File: src/rtl/ata_bridge_pkg.sv
package ata_bridge_pkg;

  typedef enum logic [1:0] {
    SZ_BYTE = 2'b00,
    SZ_HALF = 2'b01,
    SZ_WORD = 2'b10,
    SZ_RSVD = 2'b11
  } acc_size_e;

  typedef enum logic [1:0] {
    TGT_NONE    = 2'd0,
    TGT_TASK    = 2'd1,
    TGT_CTLSTAT = 2'd2,
    TGT_DATA    = 2'd3
  } acc_tgt_e;

endpackage

File: src/rtl/ata_win_decode.sv
module ata_win_decode
  import ata_bridge_pkg::*;
#(
  parameter int ADDR_W    = 32,
  parameter int WIN_BITS  = 12,
  parameter int SLOT_BITS = 4,
  parameter int TF_FIRST  = 1,
  parameter int TF_LAST   = 7,
  parameter int CS_SLOT_A = 8,
  parameter int CS_SLOT_B = 22,
  parameter int DATA_SLOT = 0
) (
  input  logic [ADDR_W-1:0] addr,
  input  acc_size_e         size,
  output acc_tgt_e          tgt,
  output logic [2:0]        tf_reg
);
  localparam int IDX_W = WIN_BITS - SLOT_BITS;

  logic [IDX_W-1:0] slot;
  assign slot   = addr[WIN_BITS-1:SLOT_BITS];
  assign tf_reg = slot[2:0];

  always_comb begin
    tgt = TGT_NONE;
    case (size)
      SZ_BYTE: begin
        if (slot >= IDX_W'(TF_FIRST) && slot <= IDX_W'(TF_LAST))
          tgt = TGT_TASK;
        else if (slot == IDX_W'(CS_SLOT_A) || slot == IDX_W'(CS_SLOT_B))
          tgt = TGT_CTLSTAT;
      end
      SZ_HALF, SZ_WORD: begin
        if (slot == IDX_W'(DATA_SLOT))
          tgt = TGT_DATA;
      end
      default: tgt = TGT_NONE;
    endcase
  end
endmodule

File: src/rtl/ata_lane_swap.sv
module ata_lane_swap #(
  parameter int LANES  = 4,
  parameter int LANE_W = 8
) (
  input  logic [LANES*LANE_W-1:0] din,
  output logic [LANES*LANE_W-1:0] dout
);
  for (genvar g = 0; g < LANES; g++) begin : g_lane
    assign dout[g*LANE_W +: LANE_W] = din[(LANES-1-g)*LANE_W +: LANE_W];
  end
endmodule

File: src/rtl/ata_rd_stage.sv
module ata_rd_stage #(
  parameter int DATA_W = 32
) (
  input  logic              clk,
  input  logic              rst_n,
  input  logic              en,
  input  logic [DATA_W-1:0] din,
  output logic [DATA_W-1:0] dout
);
  logic [DATA_W-1:0] hold_q, hold_d;

  always_comb begin
    hold_d = hold_q;
    if (en) hold_d = din;
  end

  always_ff @(posedge clk or negedge rst_n) begin
    if (!rst_n) hold_q <= '0;
    else        hold_q <= hold_d;
  end

  assign dout = hold_q;
endmodule

File: src/rtl/ata_mmio_bridge.sv
module ata_mmio_bridge
  import ata_bridge_pkg::*;
#(
  parameter int ADDR_W    = 32,
  parameter int WIN_BITS  = 12,
  parameter int SLOT_BITS = 4,
  parameter int CS_SLOT_A = 8,
  parameter int CS_SLOT_B = 22
) (
  input  logic              clk,
  input  logic              rst_n,
  input  logic [ADDR_W-1:0] host_addr,
  input  logic [1:0]        host_size,
  input  logic              host_wr,
  input  logic              host_rd,
  input  logic [31:0]       host_wdata,
  output logic [31:0]       host_rdata,
  output logic              dev_tf_wr,
  output logic              dev_tf_rd,
  output logic [2:0]        dev_tf_reg,
  output logic              dev_ctl_wr,
  output logic              dev_stat_rd,
  output logic              dev_data_wr,
  output logic              dev_data_rd,
  output logic              dev_data_wide,
  output logic [31:0]       dev_wdata,
  input  logic [7:0]        dev_tf_rdata,
  input  logic [7:0]        dev_stat_rdata,
  input  logic [31:0]       dev_data_rdata,
  output logic              dev_reset
);
  localparam int IDX_W = WIN_BITS - SLOT_BITS;

  acc_size_e size_e;
  acc_tgt_e  tgt;
  logic      wr_go, rd_go;
  logic [15:0] wsw16, rsw16;
  logic [31:0] wsw32, rsw32;
  logic [31:0] rd_mux;
  logic        rst_q, rst_d;
  logic [IDX_W-1:0] slot_chk;

  assign size_e   = acc_size_e'(host_size);
  assign wr_go    = host_wr;
  assign rd_go    = host_rd & ~host_wr;
  assign slot_chk = host_addr[WIN_BITS-1:SLOT_BITS];

  ata_win_decode #(
    .ADDR_W(ADDR_W), .WIN_BITS(WIN_BITS), .SLOT_BITS(SLOT_BITS),
    .TF_FIRST(1), .TF_LAST(7),
    .CS_SLOT_A(CS_SLOT_A), .CS_SLOT_B(CS_SLOT_B), .DATA_SLOT(0)
  ) u_decode (
    .addr(host_addr), .size(size_e), .tgt(tgt), .tf_reg(dev_tf_reg)
  );

  ata_lane_swap #(.LANES(2)) u_wsw16 (.din(host_wdata[15:0]),     .dout(wsw16));
  ata_lane_swap #(.LANES(4)) u_wsw32 (.din(host_wdata),           .dout(wsw32));
  ata_lane_swap #(.LANES(2)) u_rsw16 (.din(dev_data_rdata[15:0]), .dout(rsw16));
  ata_lane_swap #(.LANES(4)) u_rsw32 (.din(dev_data_rdata),       .dout(rsw32));

  assign dev_tf_wr     = wr_go & (tgt == TGT_TASK);
  assign dev_tf_rd     = rd_go & (tgt == TGT_TASK);
  assign dev_ctl_wr    = wr_go & (tgt == TGT_CTLSTAT);
  assign dev_stat_rd   = rd_go & (tgt == TGT_CTLSTAT);
  assign dev_data_wr   = wr_go & (tgt == TGT_DATA);
  assign dev_data_rd   = rd_go & (tgt == TGT_DATA);
  assign dev_data_wide = (size_e == SZ_WORD);

  always_comb begin
    case (size_e)
      SZ_HALF: dev_wdata = {16'h0, wsw16};
      SZ_WORD: dev_wdata = wsw32;
      default: dev_wdata = {24'h0, host_wdata[7:0]};
    endcase
  end

  always_comb begin
    case (tgt)
      TGT_TASK:    rd_mux = {24'h0, dev_tf_rdata};
      TGT_CTLSTAT: rd_mux = {24'h0, dev_stat_rdata};
      TGT_DATA:    rd_mux = (size_e == SZ_WORD) ? rsw32 : {16'h0, rsw16};
      default: begin
        case (size_e)
          SZ_BYTE: rd_mux = 32'h0000_00FF;
          SZ_HALF: rd_mux = 32'h0000_FFFF;
          default: rd_mux = 32'hFFFF_FFFF;
        endcase
      end
    endcase
  end

  ata_rd_stage #(.DATA_W(32)) u_rd_stage (
    .clk(clk), .rst_n(rst_n), .en(rd_go), .din(rd_mux), .dout(host_rdata)
  );

  assign rst_d = 1'b0;
  always_ff @(posedge clk or negedge rst_n) begin
    if (!rst_n) rst_q <= 1'b1;
    else        rst_q <= rst_d;
  end
  assign dev_reset = rst_q;

  AST_SINGLE_STROBE: assert property (@(posedge clk) disable iff (!rst_n)
    $onehot0({dev_tf_wr, dev_tf_rd, dev_ctl_wr, dev_stat_rd, dev_data_wr, dev_data_rd}));

  AST_TF_SLOT: assert property (@(posedge clk) disable iff (!rst_n)
    (dev_tf_wr || dev_tf_rd) |-> (host_size == 2'b00 && slot_chk >= IDX_W'(1)
      && slot_chk <= IDX_W'(7) && dev_tf_reg == slot_chk[2:0]));

  AST_CS_SLOT: assert property (@(posedge clk) disable iff (!rst_n)
    (dev_ctl_wr || dev_stat_rd) |-> (host_size == 2'b00
      && (slot_chk == IDX_W'(CS_SLOT_A) || slot_chk == IDX_W'(CS_SLOT_B))));

  AST_DATA_SLOT: assert property (@(posedge clk) disable iff (!rst_n)
    (dev_data_wr || dev_data_rd) |-> (slot_chk == '0 && host_size[1] != host_size[0]));

  AST_HALF_SWAP: assert property (@(posedge clk) disable iff (!rst_n)
    (dev_data_wr && !dev_data_wide) |->
      dev_wdata == {16'h0, host_wdata[7:0], host_wdata[15:8]});

  AST_STAT_RETURN: assert property (@(posedge clk) disable iff (!rst_n)
    dev_stat_rd |=> host_rdata == {24'h0, $past(dev_stat_rdata)});

  AST_UNMAPPED_BYTE: assert property (@(posedge clk) disable iff (!rst_n)
    (host_rd && !host_wr && host_size == 2'b00 && !dev_tf_rd && !dev_stat_rd)
      |=> host_rdata == 32'h0000_00FF);

  AST_RD_HOLD: assert property (@(posedge clk) disable iff (!rst_n)
    !(host_rd && !host_wr) |=> $stable(host_rdata));

  always @(negedge clk) begin
    if (!rst_n) AST_DEV_RESET: assert (dev_reset);
  end
endmodule

File: config.mk
export PLATFORM = sky130hd
export DESIGN_NAME = ata_mmio_bridge
export DESIGN_NICKNAME = d
export VERILOG_FILES = /design/src/rtl/ata_bridge_pkg.sv /design/src/rtl/ata_win_decode.sv /design/src/rtl/ata_lane_swap.sv /design/src/rtl/ata_rd_stage.sv /design/src/rtl/ata_mmio_bridge.sv
export SDC_FILE = /design/constraint.sdc
export NUM_CORES = 1
export LEC_CHECK = 0
export BUFFER_PORTS_ARGS = -buffer_cell sky130_fd_sc_hd__buf_2
export CORE_MARGIN = 4
export CORE_UTILIZATION = 29
export CTS_CLUSTER_DIAMETER = 40
export DETAILED_ROUTE_END_ITERATION = 12
export MAX_ROUTING_LAYER = met4
export SLEW_MARGIN = 20
export SYNTH_ARGS = -nofsm -noshare
export SYNTH_HDL_FRONTEND = slang
export SYNTH_SLANG_ARGS = --single-unit
File: constraint.sdc
create_clock -name clk -period 3.26 [get_ports clk]
set_input_delay 0.652 -clock clk [delete_from_list [all_inputs] [get_ports clk]]
set_output_delay 0.652 -clock clk [all_outputs]
set_load 0.01 [all_outputs]
==> results of run 1 <==
logic make-up (layout without fill, tap and decap cells):
kind of cell	after synthesis	after routing	share of synthesized area
simple gates	89	89	0.2049
compound gates	72	72	0.2324
flops	33	33	0.3701
buf+inv	28	191	0.05655
mux	23	23	0.1064
fa+ha+maj	5	5	0.02800
other cells	1	1	0.001678
final timing paths:
path / start / endpoint / slack, ps / cells past startpoint
setup / recovery: host_size[0] / dev_tf_wr / 50 / 8
hold / removal: rst_n / u_rd_stage.dout[23] / 440 / 1
setup reg to reg: u_rd_stage.dout[18] / u_rd_stage.dout[18] / 2500 / 2
hold reg to reg: u_rd_stage.dout[8] / u_rd_stage.dout[8] / 510 / 2
max in group asynchronous: rst_n / u_rd_stage.dout[8] / 2340 / 1
min in group clk: u_rd_stage.dout[8] / u_rd_stage.dout[8] / 510 / 2
Yosys cell counts, types with 2 or more instances:
master / number
a21oi_1: 14
a22oi_1: 16
and2_1: 2
and3_1: 16
buf_1: 2
buf_2: 2
buf_4: 3
clkbuf_1: 14
dfrtp_1: 32
ha_1: 5
inv_1: 6
mux2_2: 6
mux2i_1: 17
nand2_1: 13
nor2_1: 34
nor2b_1: 9
nor3_1: 5
o211ai_1: 8
o21ai_0: 2
o22ai_1: 17
o2bb2ai_1: 5
through the flow:
step	instances	hold WS, ps	power, uW
floorplan	251	356.4	676.9
finish	513	441.2	1149
global placement	505	489.2	856.5
CTS	513	455.2	1170
detailed placement	505	496.7	861.6
global route	513	494.6	1226
routing by layer:
layer,wire length [um],share of wire,global-route usage,vias up
met5,0,0,-,-
met4,56,0.0069,0.03436,0
met3,804,0.099,0.03753,7
met2,4107,0.51,0.2936,110
met1,3129,0.39,0.1896,1193
li1,-,-,-,1244
layout make-up:
| class | count | area, um^2 | share of cell area |
|---|---|---|---|
| Multi-Input combinational cell | 190 | 1303 | 0.3982 |
| Timing Repair Buffer | 177 | 908.4 | 0.2777 |
| Sequential cell | 33 | 827.0 | 0.2529 |
| Tap cell | 99 | 123.9 | 0.03787 |
| Clock buffer | 5 | 68.82 | 0.02104 |
| Inverter | 6 | 22.52 | 0.006886 |
| Clock inverter | 3 | 17.52 | 0.005356 |
critical path, cell delays in order:
cell,delay [ps]
buf_2,100
inv_1,70
ha_1,300
or4b_4,500
and2_2,230
or3_4,360
nor3_2,190
buf_2,160
power by group through the flow:
stage          sequential, uW  combinational [uW]  clock, uW
3_5_place_dp              490                 372          0
4_1_cts                   483                 372        314
5_1_grt                   488                 407        331
6_report                  483                 367        299
3_3_place_gp              490                 367          0
2_1_floorplan             513                 164          0
state kept, by name, indices dropped and copies added (netlist names):
register,flops
u_rd_stage.dout,32
dev_reset,1
==> out/qor.yml, run 1 <==
yosys:
  syn_avg_cell_area_um2: 8.903
  synth_nets: 374
  synth_seq_cells: 33
  synth_top_area_frac: 0.3583
  yosysWarnings: 0
  async_flop_share: 1.000
  synth_top_area_cell: "dfrtp_1"
  syn_area_um2: 2235
  ys.flop_type: "dfrtp_1"
  netlist_instances: 251
  synth_cell_types: 44
  seq_area_frac_synth: 0.3701
  synthTopCellsByArea: "dfrtp_1 (36%), mux2i_1 (7.6%), nor2_1 (5.7%), a22oi_1 (5.4%), o22ai_1 (4.8%)"
  synth_edf_count: 0
cts:
  post_cts_buffers: 0
  htree_levels: 2
  cts_inserted_buffers: 5
  clock_path_buffers: 2
  clk_pin_slew_worst_paths_ps: 70
  cts_tree: "done"
  cts.sinks: 33
  clkLatencyLatePin_ps: 270
  post_cts_resized: 0
  cts_root_buf: "clkbuf_8"
  cts_hold_buf: 0
die:
  io_pins: 193
  die_w_um: 95.78
  die_area_um2: 9174
  start_util: 0.3032
  die_h_um: 95.78
  core_area_um2: 7370
  fp-row-count: 31
worst_setup_path:
  start_kind: "input pin"
  worstPathRequired_ps: 2610
  critPathArrivalTime_ps: 2560
  worstSetupEndpointType: "primary output"
  crit_type: "in -> out"
  cp_max_fo: 5
place:
  dp_hpwl_um: 6486
  placed_area_um2: 3168
  io_buffers: 168
  routabilityCongestion: 0.8295
  dp_slack_ps: 74.37
cells_and_area:
  diodes: 0
  nets: 536
  drive_above_1_share: 0.4976
  final_util: 0.4438
  stdcell_area_um2: 3271
  final_cell_mix: "buf_2 (168), nor2_1 (34), dfrtp_1 (32)"
  nFillCells: 762
  synthToLayoutAreaGrowth_pct: 46.36
  layout_commonest_cell: "buf_2"
status:
  status: "finished, final reports clean"
pwr:
  power_frac_seq: 0.420
  switching_share: 0.3280
  p_per_area_nw_per_um2: 351.2
  p_int_uw: 771.8
  combPwrFrac: 0.320
  ir_worst_vdd_mv: 0.1823
  switching_power_uw: 376.7
  leakage_uw: 0.001643
  power_frac_clock: 0.260
detailed_routing:
  dr.pass1.iters: 6
  routed_via_density: 4.979
  routed_wl_um: 8098
  drt_iter0_markers: 104
  remaining_drc_errors: 0
  vias: 2554
  ant_nets: 0
  wl_per_cell_um: 15.79
sta:
  max_slew_margin: 0.4475
  tightest_slew_ps: 828.8
  setup_viol: 0
  finalClockSkew_ps: 0
  hold_viol_final: 0
  slew_violations: 0
  fmax_ghz: 0.3114
  fin_ws_ps: 48.80
  tns_ps: 0
  finalCriticalPeriod_ps: 3211
  period_share: 0.9850
global_routing:
  grt_pass1_wl_um: 11550
  antenna_found_initial: 0
  grt_pass1_vias: 2368
  grt_use_total: 0.1650
  grt-ovfl-total: 0
  grt_start_max_net_pins: 41
job:
  cap_violations: 0
hold_path:
  hp-class: "in -> async"
(Power assumes the default switching activity.)
==> run 2: changes to the inputs <==
CORE_UTILIZATION = 39   (was 29)
PLACE_DENSITY = 0.82   (was default)
==> out/qor.yml, run 2 (same netlist as run 1, synthesis figures left out) <==
status:
  status: "finished, final reports clean"
detailed_routing:
  ant_nets: 0
  routed_via_density: 5.335
  dr.pass1.iters: 4
  routed_wl_um: 7991
  vias: 2577
  highest_layer: "met4"
  remaining_drc_errors: 0
  dr_wl_met2_um: 4040
  wl_per_cell_um: 16.54
  route.met3.wl_um: 587
  drt_iter0_markers: 109
  met1_length_um: 3152
cts:
  clkLatencyLatePin_ps: 270
  cts_root_buf: "clkbuf_8"
  cts_hold_buf: 0
  cts_tree: "done"
  clock_path_buffers: 2
  clk_pin_slew_worst_paths_ps: 60
  post_cts_resized: 0
  cts.sinks: 33
  htree_levels: 2
  post_cts_buffers: 0
  cts_inserted_buffers: 5
worst_setup_path:
  cp_common_cell: "buf_2"
  critical-path-top-delay-family: "simple AND/OR/NAND/NOR gates"
  critPathLaunch: "host_size[1]"
  r2r-end: "u_rd_stage.dout[18]"
  max_stage_delay_ps: 510
  start_kind: "input pin"
  reg2reg_from: "u_rd_stage.dout[18]"
  critPathArrivalTime_ps: 2540
  r2r_cells: 2
  worstPathRequired_ps: 2610
  cp_max_fo: 5
  worstSetupEndpointType: "primary output"
  r2r_slack_ps: 2480
  crit_path_cell_trace: "buf_2 -> inv_1 -> ha_1 -> or4b_4 -> and2_1 -> or3_4 -> nor3_2 -> buf_2"
  crit_type: "in -> out"
  path_buf_inv: 3
  slowest_stage: "or4b_4"
sta:
  tns_ps: 0
  tightest_slew_ps: 831.9
  rsz0062_at_grt: "no"
  max_slew_margin: 0.4454
  slew_violations: 0
  finalCriticalPeriod_ps: 3190
  period_share: 0.9784
  fmax_ghz: 0.3135
  finalClockSkew_ps: 0
  setup_viol: 0
  hold_viol_final: 0
place:
  routabilityCongestion: 0.9317
  placed_area_um2: 3119
  io_buffers: 168
  dp_hpwl_um: 6260
die:
  die_w_um: 83.70
  io_pins: 193
  start_util: 0.4033
  die_h_um: 83.70
  fp-row-count: 27
  die_area_um2: 7005
  core_area_um2: 5540
cells_and_area:
  layout_commonest_cell: "buf_2"
  drive_above_1_share: 0.4866
  nets: 534
  multi_input_area_um2: 1296
  largest_reg_flops: 32
  seqCellArea_um2: 827.0
  diodes: 0
  synthToLayoutAreaGrowth_pct: 43.90
  stdcell_area_um2: 3216
  final_cell_mix: "buf_2 (168), nor2_1 (34), dfrtp_1 (32)"
  nFillCells: 514
pwr:
  ir_worst_vdd_mv: 0.3257
  p_per_area_nw_per_um2: 357.9
  leakage_uw: 0.001633
hold_path:
  hp-class: "in -> async"
global_routing:
  grt_use_total: 0.2231
  grt_pass1_wl_um: 12420
  grt-ovfl-total: 0
  grt_pass1_vias: 2531
  antenna_found_initial: 0
  grt_start_max_net_pins: 42
job:
  cap_violations: 0
run 2: cell types whose count changed in the layout (fill, tap and decap cells not counted), sizes merged:
| cell | previous run | this run |
|---|---|---|
| buf | 177 | 175 |
| clkinvlp | 1 | 0 |
| clkbuf | 5 | 7 |
| clkinv | 2 | 0 |
run 2: layer usage:
metal	vias up	GRT usage
li1	1241	-
met1	1193	0.2561
met2	125	0.3839
met3	18	0.03850
met4	0	0.09211
met5	-	-
run 2: final cells by class:
class / count / share of cell area
Multi-Input combinational cell: 190 / 0.4031
Clock buffer: 7 / 0.02685
Timing Repair Buffer: 175 / 0.2778
Inverter: 6 / 0.007004
Sequential cell: 33 / 0.2572
Tap cell: 72 / 0.02802
run 2: how the worst max path moves through the flow:
stage | depth (start not counted) | slack [ps] | end
finish | 8 | 70 | dev_tf_wr
global route | 8 | 7 | dev_data_wr
CTS | 8 | 30 | dev_tf_wr
detailed placement | 8 | 30 | dev_tf_wr
global placement | 8 | 130 | dev_tf_wr
floorplan | 6 | 210 | dev_data_wr
run 2: worst reg2reg max path, stage by stage, from the launching register on:
cell	delay [ps]
dfrtp_1	400
o22ai_1	190
nor2_1	60
run 2: per-stage QoR:
step / worst slack (ps) / hold WS [ps] / total power (uW) / utilization / std cells
detailed placement: 33.77 / 493.0 / 860.4 / 0.5630 / 476
floorplan: 214.4 / 356.4 / 676.9 / - / 251
global route: 6.982 / 499.5 / 1223 / 0.5804 / 483
global placement: 128.6 / 480.8 / 849.4 / 0.5630 / 476
finish: 70.50 / 439.2 / 1151 / 0.5804 / 483
CTS: 27.36 / 456.5 / 1169 / 0.5786 / 483
run 2: where the power goes:
group          leakage, uW  total, uW  internal, uW  switching, uW
sequential        0.000359        484           458           26.1
clock            0.0000443        300           167            132
combinational      0.00123        367           166            201
total              0.00163       1150           792            359
